File: config.mk
export PLATFORM = sky130hd
export DESIGN_NAME = pw_rx_irq_ctrl
export DESIGN_NICKNAME = d
export VERILOG_FILES = /design/src/rtl/pwirq_pkg.sv /design/src/rtl/pwirq_buffer.sv /design/src/rtl/pwirq_status.sv /design/src/rtl/pwirq_regif.sv /design/src/rtl/pw_rx_irq_ctrl.sv
export SDC_FILE = /design/constraint.sdc
export NUM_CORES = 1
export LEC_CHECK = 0
export CORE_AREA = 2 2 129 131
export DETAILED_ROUTE_END_ITERATION = 10
export DIE_AREA = 0 0 131 133
export DONT_BUFFER_PORTS = 1
export MAX_ROUTING_LAYER = met4
export PLACE_DENSITY_LB_ADDON = 0.25
export SLEW_MARGIN = 10
export SYNTH_ARGS = -nofsm -noshare
export SYNTH_HDL_FRONTEND = slang
export SYNTH_SLANG_ARGS = --single-unit
File: constraint.sdc
create_clock -name clk -period 11.9 [get_ports clk]
set_clock_uncertainty 0.05 [all_clocks]
set_input_delay 1.19 -clock clk [delete_from_list [all_inputs] [get_ports clk]]
set_output_delay 1.19 -clock clk [all_outputs]
set_load 0.01 [all_outputs]
File: src/rtl/pwirq_pkg.sv
package pwirq_pkg;
  localparam int unsigned REG_W  = 32;
  localparam int unsigned ADDR_W = 20;

  localparam logic [ADDR_W-1:0] STATUS_ADDR = 20'h10080;
  localparam logic [ADDR_W-1:0] IRQEN_ADDR  = 20'h10084;
  localparam logic [ADDR_W-1:0] DATA_BASE   = 20'h10090;

  // flag index 0..2 maps to register bit FLAG_LO+index
  localparam int unsigned FLAG_LO  = 4;
  localparam int unsigned N_FLAGS  = 3;
  localparam int unsigned IDX_STORED = 0;
  localparam int unsigned IDX_DROP   = 1;
  localparam int unsigned IDX_ERR    = 2;

  typedef struct packed {
    logic err;
    logic drop;
    logic stored;
  } pw_evt_t;
endpackage

File: src/rtl/pwirq_buffer.sv
module pwirq_buffer #(
  parameter int unsigned WORDS  = 4,
  parameter int unsigned DATA_W = 32,
  localparam int unsigned IDX_W = (WORDS > 1) ? $clog2(WORDS) : 1
) (
  input  logic                    clk,
  input  logic                    rst_n,
  input  logic                    in_valid,
  output logic                    in_ready,
  input  logic [WORDS*DATA_W-1:0] in_data,
  input  logic                    rx_enable,
  input  logic                    rd_word_en,
  input  logic [IDX_W-1:0]        rd_word_idx,
  output logic [DATA_W-1:0]       word_out,
  output logic                    stored_evt,
  output logic                    drop_evt
);
  localparam logic [IDX_W-1:0] LAST_IDX = IDX_W'(WORDS - 1);

  logic                    ready_q;
  logic                    full_q;
  logic                    in_fire;
  logic                    accept;
  logic                    drain;
  logic [DATA_W-1:0]       words_q [WORDS];
  logic [WORDS*DATA_W-1:0] payload_flat;

  assign in_ready = ready_q;
  assign in_fire  = in_valid & ready_q;
  assign accept   = in_fire & rx_enable & ~full_q;
  assign drain    = rd_word_en & (rd_word_idx == LAST_IDX);

  assign stored_evt = accept;
  assign drop_evt   = in_fire & ~accept;

  always_ff @(posedge clk) begin
    if (!rst_n) begin
      ready_q <= 1'b0;
      full_q  <= 1'b0;
    end else begin
      ready_q <= 1'b1;
      if (accept)     full_q <= 1'b1;
      else if (drain) full_q <= 1'b0;
    end
  end

  for (genvar w = 0; w < WORDS; w++) begin : g_word
    always_ff @(posedge clk) begin
      if (!rst_n)      words_q[w] <= '0;
      else if (accept) words_q[w] <= in_data[w*DATA_W +: DATA_W];
    end
    assign payload_flat[w*DATA_W +: DATA_W] = words_q[w];
  end

  assign word_out = words_q[rd_word_idx];

  assert_accept_R2: assert property (@(posedge clk) disable iff (!rst_n)
    (in_valid && in_ready && rx_enable && !full_q) |=> full_q);

  assert_keep_when_full_R4: assert property (@(posedge clk) disable iff (!rst_n)
    (in_valid && in_ready && full_q) |=> $stable(payload_flat));

  assert_drain_R5: assert property (@(posedge clk) disable iff (!rst_n)
    (rd_word_en && rd_word_idx == LAST_IDX && full_q) |=> !full_q);

  assert_ready_R12: assert property (@(posedge clk) disable iff (!rst_n)
    $past(rst_n) |-> in_ready);
endmodule

File: src/rtl/pwirq_status.sv
module pwirq_status
  import pwirq_pkg::*;
(
  input  logic             clk,
  input  logic             rst_n,
  input  pw_evt_t          evt,
  input  logic             wr_status,
  input  logic             wr_irqen,
  input  logic [REG_W-1:0] wdata,
  output logic [REG_W-1:0] status_word,
  output logic [REG_W-1:0] irqen_word,
  output logic             irq
);
  logic [N_FLAGS-1:0] flags_q;
  logic [N_FLAGS-1:0] en_q;
  logic [N_FLAGS-1:0] set_vec;
  logic [N_FLAGS-1:0] wbit;

  assign set_vec = {evt.err, evt.drop, evt.stored};

  for (genvar i = 0; i < N_FLAGS; i++) begin : g_flag
    assign wbit[i] = |(wdata & (REG_W'(1) << (FLAG_LO + i)));

    always_ff @(posedge clk) begin
      if (!rst_n) begin
        flags_q[i] <= 1'b0;
        en_q[i]    <= 1'b0;
      end else begin
        // a set in the same cycle as a clear takes priority
        flags_q[i] <= set_vec[i] | (flags_q[i] & ~(wr_status & wbit[i]));
        if (wr_irqen) en_q[i] <= wbit[i];
      end
    end

    assert_set_wins_R8: assert property (@(posedge clk) disable iff (!rst_n)
      set_vec[i] |=> flags_q[i]);

    assert_w1c_R7: assert property (@(posedge clk) disable iff (!rst_n)
      (wr_status && wbit[i] && !set_vec[i]) |=> !flags_q[i]);

    assert_hold_R7: assert property (@(posedge clk) disable iff (!rst_n)
      (flags_q[i] && !(wr_status && wbit[i])) |=> flags_q[i]);
  end

  assign status_word = REG_W'(flags_q) << FLAG_LO;
  assign irqen_word  = REG_W'(en_q) << FLAG_LO;
  assign irq         = |(flags_q & en_q);

  assert_err_R6: assert property (@(posedge clk) disable iff (!rst_n)
    evt.err |=> status_word[FLAG_LO + IDX_ERR]);
endmodule

File: src/rtl/pwirq_regif.sv
module pwirq_regif
  import pwirq_pkg::*;
#(
  parameter int unsigned WORDS  = 4,
  parameter int unsigned DATA_W = 32,
  localparam int unsigned IDX_W = (WORDS > 1) ? $clog2(WORDS) : 1
) (
  input  logic              clk,
  input  logic              rst_n,
  input  logic              reg_wr,
  input  logic              reg_rd,
  input  logic [ADDR_W-1:0] reg_addr,
  input  logic [REG_W-1:0]  status_word,
  input  logic [REG_W-1:0]  irqen_word,
  input  logic [DATA_W-1:0] data_word,
  output logic              wr_status,
  output logic              wr_irqen,
  output logic              rd_word_en,
  output logic [IDX_W-1:0]  rd_word_idx,
  output logic [REG_W-1:0]  rdata,
  output logic              rvalid
);
  localparam logic [ADDR_W-1:0] SPAN = ADDR_W'(WORDS * 4);

  logic [ADDR_W-1:0] off;
  logic              hit_status;
  logic              hit_irqen;
  logic              hit_data;
  logic [REG_W-1:0]  rd_mux;
  logic [REG_W-1:0]  rdata_q;
  logic              rvalid_q;

  assign off        = reg_addr - DATA_BASE;
  assign hit_status = (reg_addr == STATUS_ADDR);
  assign hit_irqen  = (reg_addr == IRQEN_ADDR);
  assign hit_data   = (reg_addr >= DATA_BASE) && (off < SPAN) && (off[1:0] == 2'b00);

  assign wr_status   = reg_wr & hit_status;
  assign wr_irqen    = reg_wr & hit_irqen;
  assign rd_word_en  = reg_rd & hit_data;
  assign rd_word_idx = off[IDX_W+1:2];

  always_comb begin
    rd_mux = '0;
    if (hit_status)     rd_mux = status_word;
    else if (hit_irqen) rd_mux = irqen_word;
    else if (hit_data)  rd_mux = REG_W'(data_word);
  end

  always_ff @(posedge clk) begin
    if (!rst_n) begin
      rdata_q  <= '0;
      rvalid_q <= 1'b0;
    end else begin
      rvalid_q <= reg_rd;
      if (reg_rd) rdata_q <= rd_mux;
    end
  end

  assign rdata  = rdata_q;
  assign rvalid = rvalid_q;

  assert_rd_latency_R11: assert property (@(posedge clk) disable iff (!rst_n)
    reg_rd |=> rvalid);

  assert_rd_pulse_R11: assert property (@(posedge clk) disable iff (!rst_n)
    !reg_rd |=> !rvalid);
endmodule

File: src/rtl/pw_rx_irq_ctrl.sv
module pw_rx_irq_ctrl
  import pwirq_pkg::*;
#(
  parameter int unsigned WORDS  = 4,
  parameter int unsigned DATA_W = 32
) (
  input  logic                    clk,
  input  logic                    rst_n,
  input  logic                    pw_valid,
  output logic                    pw_ready,
  input  logic [WORDS*DATA_W-1:0] pw_data,
  input  logic                    pw_rx_enable,
  input  logic                    pw_err,
  input  logic                    reg_wr,
  input  logic                    reg_rd,
  input  logic [19:0]             reg_addr,
  input  logic [31:0]             reg_wdata,
  output logic [31:0]             reg_rdata,
  output logic                    reg_rvalid,
  output logic                    irq
);
  localparam int unsigned IDX_W = (WORDS > 1) ? $clog2(WORDS) : 1;

  pw_evt_t           evt;
  logic              stored_evt;
  logic              drop_evt;
  logic              wr_status;
  logic              wr_irqen;
  logic              rd_word_en;
  logic [IDX_W-1:0]  rd_word_idx;
  logic [DATA_W-1:0] data_word;
  logic [REG_W-1:0]  status_word;
  logic [REG_W-1:0]  irqen_word;

  pwirq_buffer #(.WORDS(WORDS), .DATA_W(DATA_W)) u_buf (
    .clk        (clk),
    .rst_n      (rst_n),
    .in_valid   (pw_valid),
    .in_ready   (pw_ready),
    .in_data    (pw_data),
    .rx_enable  (pw_rx_enable),
    .rd_word_en (rd_word_en),
    .rd_word_idx(rd_word_idx),
    .word_out   (data_word),
    .stored_evt (stored_evt),
    .drop_evt   (drop_evt)
  );

  assign evt.stored = stored_evt;
  assign evt.drop   = drop_evt;
  assign evt.err    = pw_err;

  pwirq_status u_stat (
    .clk        (clk),
    .rst_n      (rst_n),
    .evt        (evt),
    .wr_status  (wr_status),
    .wr_irqen   (wr_irqen),
    .wdata      (reg_wdata),
    .status_word(status_word),
    .irqen_word (irqen_word),
    .irq        (irq)
  );

  pwirq_regif #(.WORDS(WORDS), .DATA_W(DATA_W)) u_reg (
    .clk        (clk),
    .rst_n      (rst_n),
    .reg_wr     (reg_wr),
    .reg_rd     (reg_rd),
    .reg_addr   (reg_addr),
    .status_word(status_word),
    .irqen_word (irqen_word),
    .data_word  (data_word),
    .wr_status  (wr_status),
    .wr_irqen   (wr_irqen),
    .rd_word_en (rd_word_en),
    .rd_word_idx(rd_word_idx),
    .rdata      (reg_rdata),
    .rvalid     (reg_rvalid)
  );

  assert_irq_source_R10: assert property (@(posedge clk) disable iff (!rst_n)
    irq |-> ((status_word & irqen_word) != '0));

  assert_drop_flag_R3: assert property (@(posedge clk) disable iff (!rst_n)
    (pw_valid && pw_ready && !pw_rx_enable) |=> status_word[FLAG_LO + IDX_DROP]);
endmodule

==> results of run 1 <==
## sequential cells by signal (all words and copies together), names as in the netlist
register	count
u_buf.full_q	1
u_stat.status_word	3
u_reg.rdata	32
u_buf.in_ready	1
u_reg.rvalid	1
u_buf.words_q	128
u_stat.irqen_word	3
## kinds of logic after synthesis
group	Yosys count	synth area share [%]
flops	169	65.5
simple gates	189	16.0
mux	38	11.0
compound gates	44	3.37
buf+inv	77	4.18
## tightest hold or removal path, stage by stage (launching register included)
cell and delay [ns]:
dfxtp_1 0.32, nand2_1 0.06, mux2i_1 0.06
## worst paths after layout
path                                            from                   end  slack (ns)  cells after the start
worst max register to register          u_buf.full_q   u_buf.words_q[3][5]        9.32                      3
worst max-delay path                    pw_rx_enable   u_buf.words_q[3][5]        8.98                      3
worst min-delay path            u_stat.irqen_word[5]  u_stat.irqen_word[5]        0.43                      2
worst min register to register  u_stat.irqen_word[5]  u_stat.irqen_word[5]        0.43                      2
## cell usage in the layout (no fill, tap or decap), types with 5 or more instances in the layout
| cell | synthesis | final |
|---|---|---|
| nand2_1 | 38 | 37 |
| and2_1 | 5 | 5 |
| inv_1 | 34 | 34 |
| mux4_2 | 32 | 32 |
| dfxtp_1 | 41 | 41 |
| clkbuf_16 | 0 | 17 |
| edfxtp_1 | 128 | 128 |
| o21ai_1 | 17 | 17 |
| o21ai_0 | 18 | 18 |
| and3_1 | 130 | 130 |
| clkbuf_1 | 36 | 5 |
## area by class of cell
type,count,area share [%]
sequential,169,59.1
multi-input combinational,271,27.7
clock buffer,25,6.15
tap,220,3.49
inverter,34,1.62
clock inverter,7,1.51
timing repair buffer,4,0.381
antenna,2,0.0634
## through the flow
| stage | std cells | instance area [um2] |
|---|---|---|
| floorplan | 517 | 7130 |
| global placement | 698 | 7280 |
| global route | 732 | 7890 |
| detailed placement | 698 | 7280 |
| finish | 732 | 7890 |
| CTS | 730 | 7890 |
## routing by layer
metal / vias up / track usage [%]
li1: 1900 / -
met1: 1972 / 22.7
met2: 139 / 27.2
met3: 18 / 6.47
met4: 0 / 5.97
met5: - / -
## report_power, final
part	internal [mW]	switching, mW	total [mW]
Clock	0.347	0.217	0.565
Sequential	0.660	0.00665	0.666
Combinational	0.0246	0.0256	0.0502
Total	1.03	0.250	1.28
==> reports/qor.yml, run 1 <==
timing.setup.tns_ns: 0
ys_ff_latch: 169
synthFlopType: "edfxtp_1"
ys_seq_area_share_pct: 65.5
nets: 684
dp_slack_ns: 8.52
hold_viol_final: 0
rsz0062_at_grt: "no"
setup_viol: 0
syn2layout_area_growth_pct: 10.7
rows: 47
met3WireLength_um: 1080
multi_input_area_mm2: 0.00218
core-area_mm2: 0.0162
routed.top_layer: "met4"
drive_above_1_share_pct: 14.5
synth_most_common_cell: "and3_1"
async_flop_share_pct: 0
dr_wl_met2_um: 7380
drt-total-wl_um: 14900
clk_latency_ns: 0.42
cp_max_fo: 68
m1WireLength_um: 6190
cts_tree: "yes"
cts_inserted_buffers: 17
fin_crit_sh_pct: 24.5
synth_nets: 704
gp_congestion: 0.812
cts_max_level: 4
synth.largest_area_cell: "edfxtp_1"
max_cap_violations: 0
antenna_found_initial: 2
ys.warnings.count: 0
die_h_um: 133
worstPathRequired_ns: 11.89
slew_violations: 0
grt_first_pass_wirelength_um: 22700
register_area_mm2: 0.00466
dieArea_mm2: 0.0174
syn_area_mm2: 0.00713
grt_pass1_vias: 4131
startpoint_type: "input pin"
start_util_pct: 44.1
synthTopCellsByCount: "130 x and3_1, 128 x edfxtp_1, 41 x dfxtp_1"
synth_cell_type_count: 34
hold_class: "flop to flop"
cts_buffer_depth: 2
whs_ns: 0.434
critPathArrivalTime_ns: 2.91
drc: 0
root_buffer: "clkbuf_16"
netlist.area_leader.share_pct: 53.9
drt_iter0_drc: 415
crit_family: "simple AND/OR/NAND/NOR gates"
slowest_stage: "buf_4"
critPathBufInv: 1
path_clk_slew_ns: 0.06
slew_headroom_pct: 35.9
worst_slack_ns: 8.98
cts_resized: 0
wl_per_cell_um: 20.4
fillers: 1414
p_total_mw: 1.28
powerDensity_mw_per_mm2: 162
cts_setup_buffers: 0
grt_util_all_layers_pct: 18.0
cts.sinks: 169
die_w_um: 131
cts-hold-fix-buffers: 0
synth_area_leaders: "edfxtp_1 54%, dfxtp_1 12%, and3_1 11%"
synth_cells: 517
synth_edf_count: 128
syn_area_per_cell_um2: 13.8
status: "finished clean"
io_buffers: 0
post-route-util_pct: 48.8
grt-ovfl-total: 0
vias: 4029
tightest_slew_ns: 0.959
routed_via_density: 5.50
cpPeakStageDelay_ns: 0.79
fmax_mhz: 343
criticalPathCategory: "input pin to flop"
ios: 222
period_needed_ns: 2.92
grt_max_degree: 143
hpwl_um: 9070
drtPass1Iterations: 4
ant_nets: 0
ir_drop_v: 0.0000948
crit_path_cell_trace: "nand4b_1 -> nand2_4 -> buf_4"
critPathCaptureType: "flop"
leakage_nw: 3.30
(Power assumes the default switching activity.)
==> run 2, diff against run 1 <==
==> constraint.sdc (replaced) <==
create_clock -name clk -period 2.4 [get_ports clk]
set_clock_uncertainty 0.05 [all_clocks]
set_input_delay 0.24 -clock clk [delete_from_list [all_inputs] [get_ports clk]]
set_output_delay 0.24 -clock clk [all_outputs]
set_load 0.01 [all_outputs]
==> run 2 against run 1 <==
Effect of this change:
- clock power rose to 4.9 times the previous value
- sequential power rose to 5.0 times the previous value
- largest power group unchanged
- critical path type is now flop to flop
- global-route usage up 2.8 points
==> reports/qor.yml, run 2 (synthesis gave the netlist of run 1 again) <==
largest_register_ffs: 128
die_h_um: 133
grt_pass1_vias: 4791
core-area_mm2: 0.0162
ir_drop_v: 0.000466
tightest_slew_ns: 0.960
fin_cells: 868
hold_class: "input pin to flop"
die_w_um: 131
ios: 222
dp_slack_ns: 0.561
max_cap_violations: 0
critPathArrivalTime_ns: 2.44
fin_crit_sh_pct: 91.5
hold_start: "pw_data[17]"
hpwl_um: 9070
antenna_found_initial: 1
design_area_mm2: 0.00930
hold_viol_final: 0
final_common_cell: "dlygate4sd3_1"
criticalPathCategory: "flop to flop"
routed_via_density: 5.40
rsz0062_at_grt: "no"
cts_resized: 0
grt_max_degree: 132
grt-ovfl-total: 0
path_clk_slew_ns: 0.07
drtPass1Iterations: 6
fmax_mhz: 455
regMostFlops: "u_buf.words_q"
grt_util_all_layers_pct: 20.8
powerDensity_mw_per_mm2: 705
cts_inserted_buffers: 17
timing.setup.tns_ns: 0
worstReg2RegStart: "u_buf.in_ready"
root_buffer: "clkbuf_16"
cts.sinks: 169
final_cell_mix: "134 x dlygate4sd3_1, 130 x and3_1, 128 x edfxtp_1, 41 x dfxtp_1, 37 x nand2_1"
cts_max_level: 4
status: "finished clean"
clk_latency_ns: 0.43
ant_nets: 0
whs_ns: 0.0111
vias: 4683
syn2layout_area_growth_pct: 30.5
critPathCaptureType: "flop"
post-route-util_pct: 57.5
p_total_mw: 6.56
dp.cells: 700
cts_tree: "yes"
slew_violations: 0
rows: 47
worstPathRequired_ns: 2.64
leakage_nw: 3.89
dieArea_mm2: 0.0174
drc: 0
setup_viol: 0
drive_above_1_share_pct: 11.9
startpoint_type: "flop"
drt_iter0_drc: 429
cts_setup_buffers: 0
drt-total-wl_um: 17300
cts-hold-fix-buffers: 131
start_util_pct: 44.1
period_needed_ns: 2.20
place_area_mm2: 0.00733
wl_per_cell_um: 19.9
worst_slack_ns: 0.203
crit_start: "u_buf.in_ready"
cts_buffer_depth: 2
gp_congestion: 0.780
grt_first_pass_wirelength_um: 26000
io_buffers: 0
nets: 821
cp_max_fo: 131
slew_headroom_pct: 35.8
[run 2: cell count changes in the layout (fill, tap and decap cells not counted), sizes merged, moves of 2 or more]
cell         change
buf              +3
clkbuf           -4
clkinv           +2
dlygate4sd3    +134
[run 2: path summary, 6_finish.rpt]
kind                                             end  depth (start not counted)  slack (ns)
worst min register to register  u_stat.irqen_word[6]                          2        0.44
worst max register to register  u_buf.words_q[1][26]                          5        0.20
worst min-delay path            u_buf.words_q[0][17]                          1        0.01
worst max-delay path            u_buf.words_q[1][26]                          5        0.20
[run 2: layer usage]
| layer | global-route usage [%] | vias to the layer above | share of wire, % | routed length [um] |
|---|---|---|---|---|
| met5 | - | - | 0 | 0 |
| met2 | 33.2 | 160 | 52 | 8900 |
| met3 | 6.35 | 23 | 6.0 | 1040 |
| li1 | - | 2178 | - | - |
| met4 | 6.97 | 0 | 1.6 | 276 |
| met1 | 25.2 | 2322 | 41 | 7050 |
[run 2: critical path: stages (launching register included)]
cell and delay (ns):
dfxtp_1 0.41, nand2_1 0.11, nor3b_2 0.28, buf_12 0.39, and3_1 0.22, dlygate4sd3_1 0.56
[run 2: area by class of cell]
type | instances | area, um2
Fill cell | 1248 | 6870
Sequential cell | 169 | 4660
Multi-Input combinational cell | 271 | 2180
Timing Repair Buffer | 141 | 1450
Clock buffer | 21 | 450
Tap cell | 220 | 275
Clock inverter | 11 | 146
Inverter | 34 | 128
Antenna cell | 1 | 2.50
[run 2: report_power, final]
group	switching, mW	internal (mW)
registers	0.0348	3.27
clock network	1.12	1.66
logic	0.197	0.278
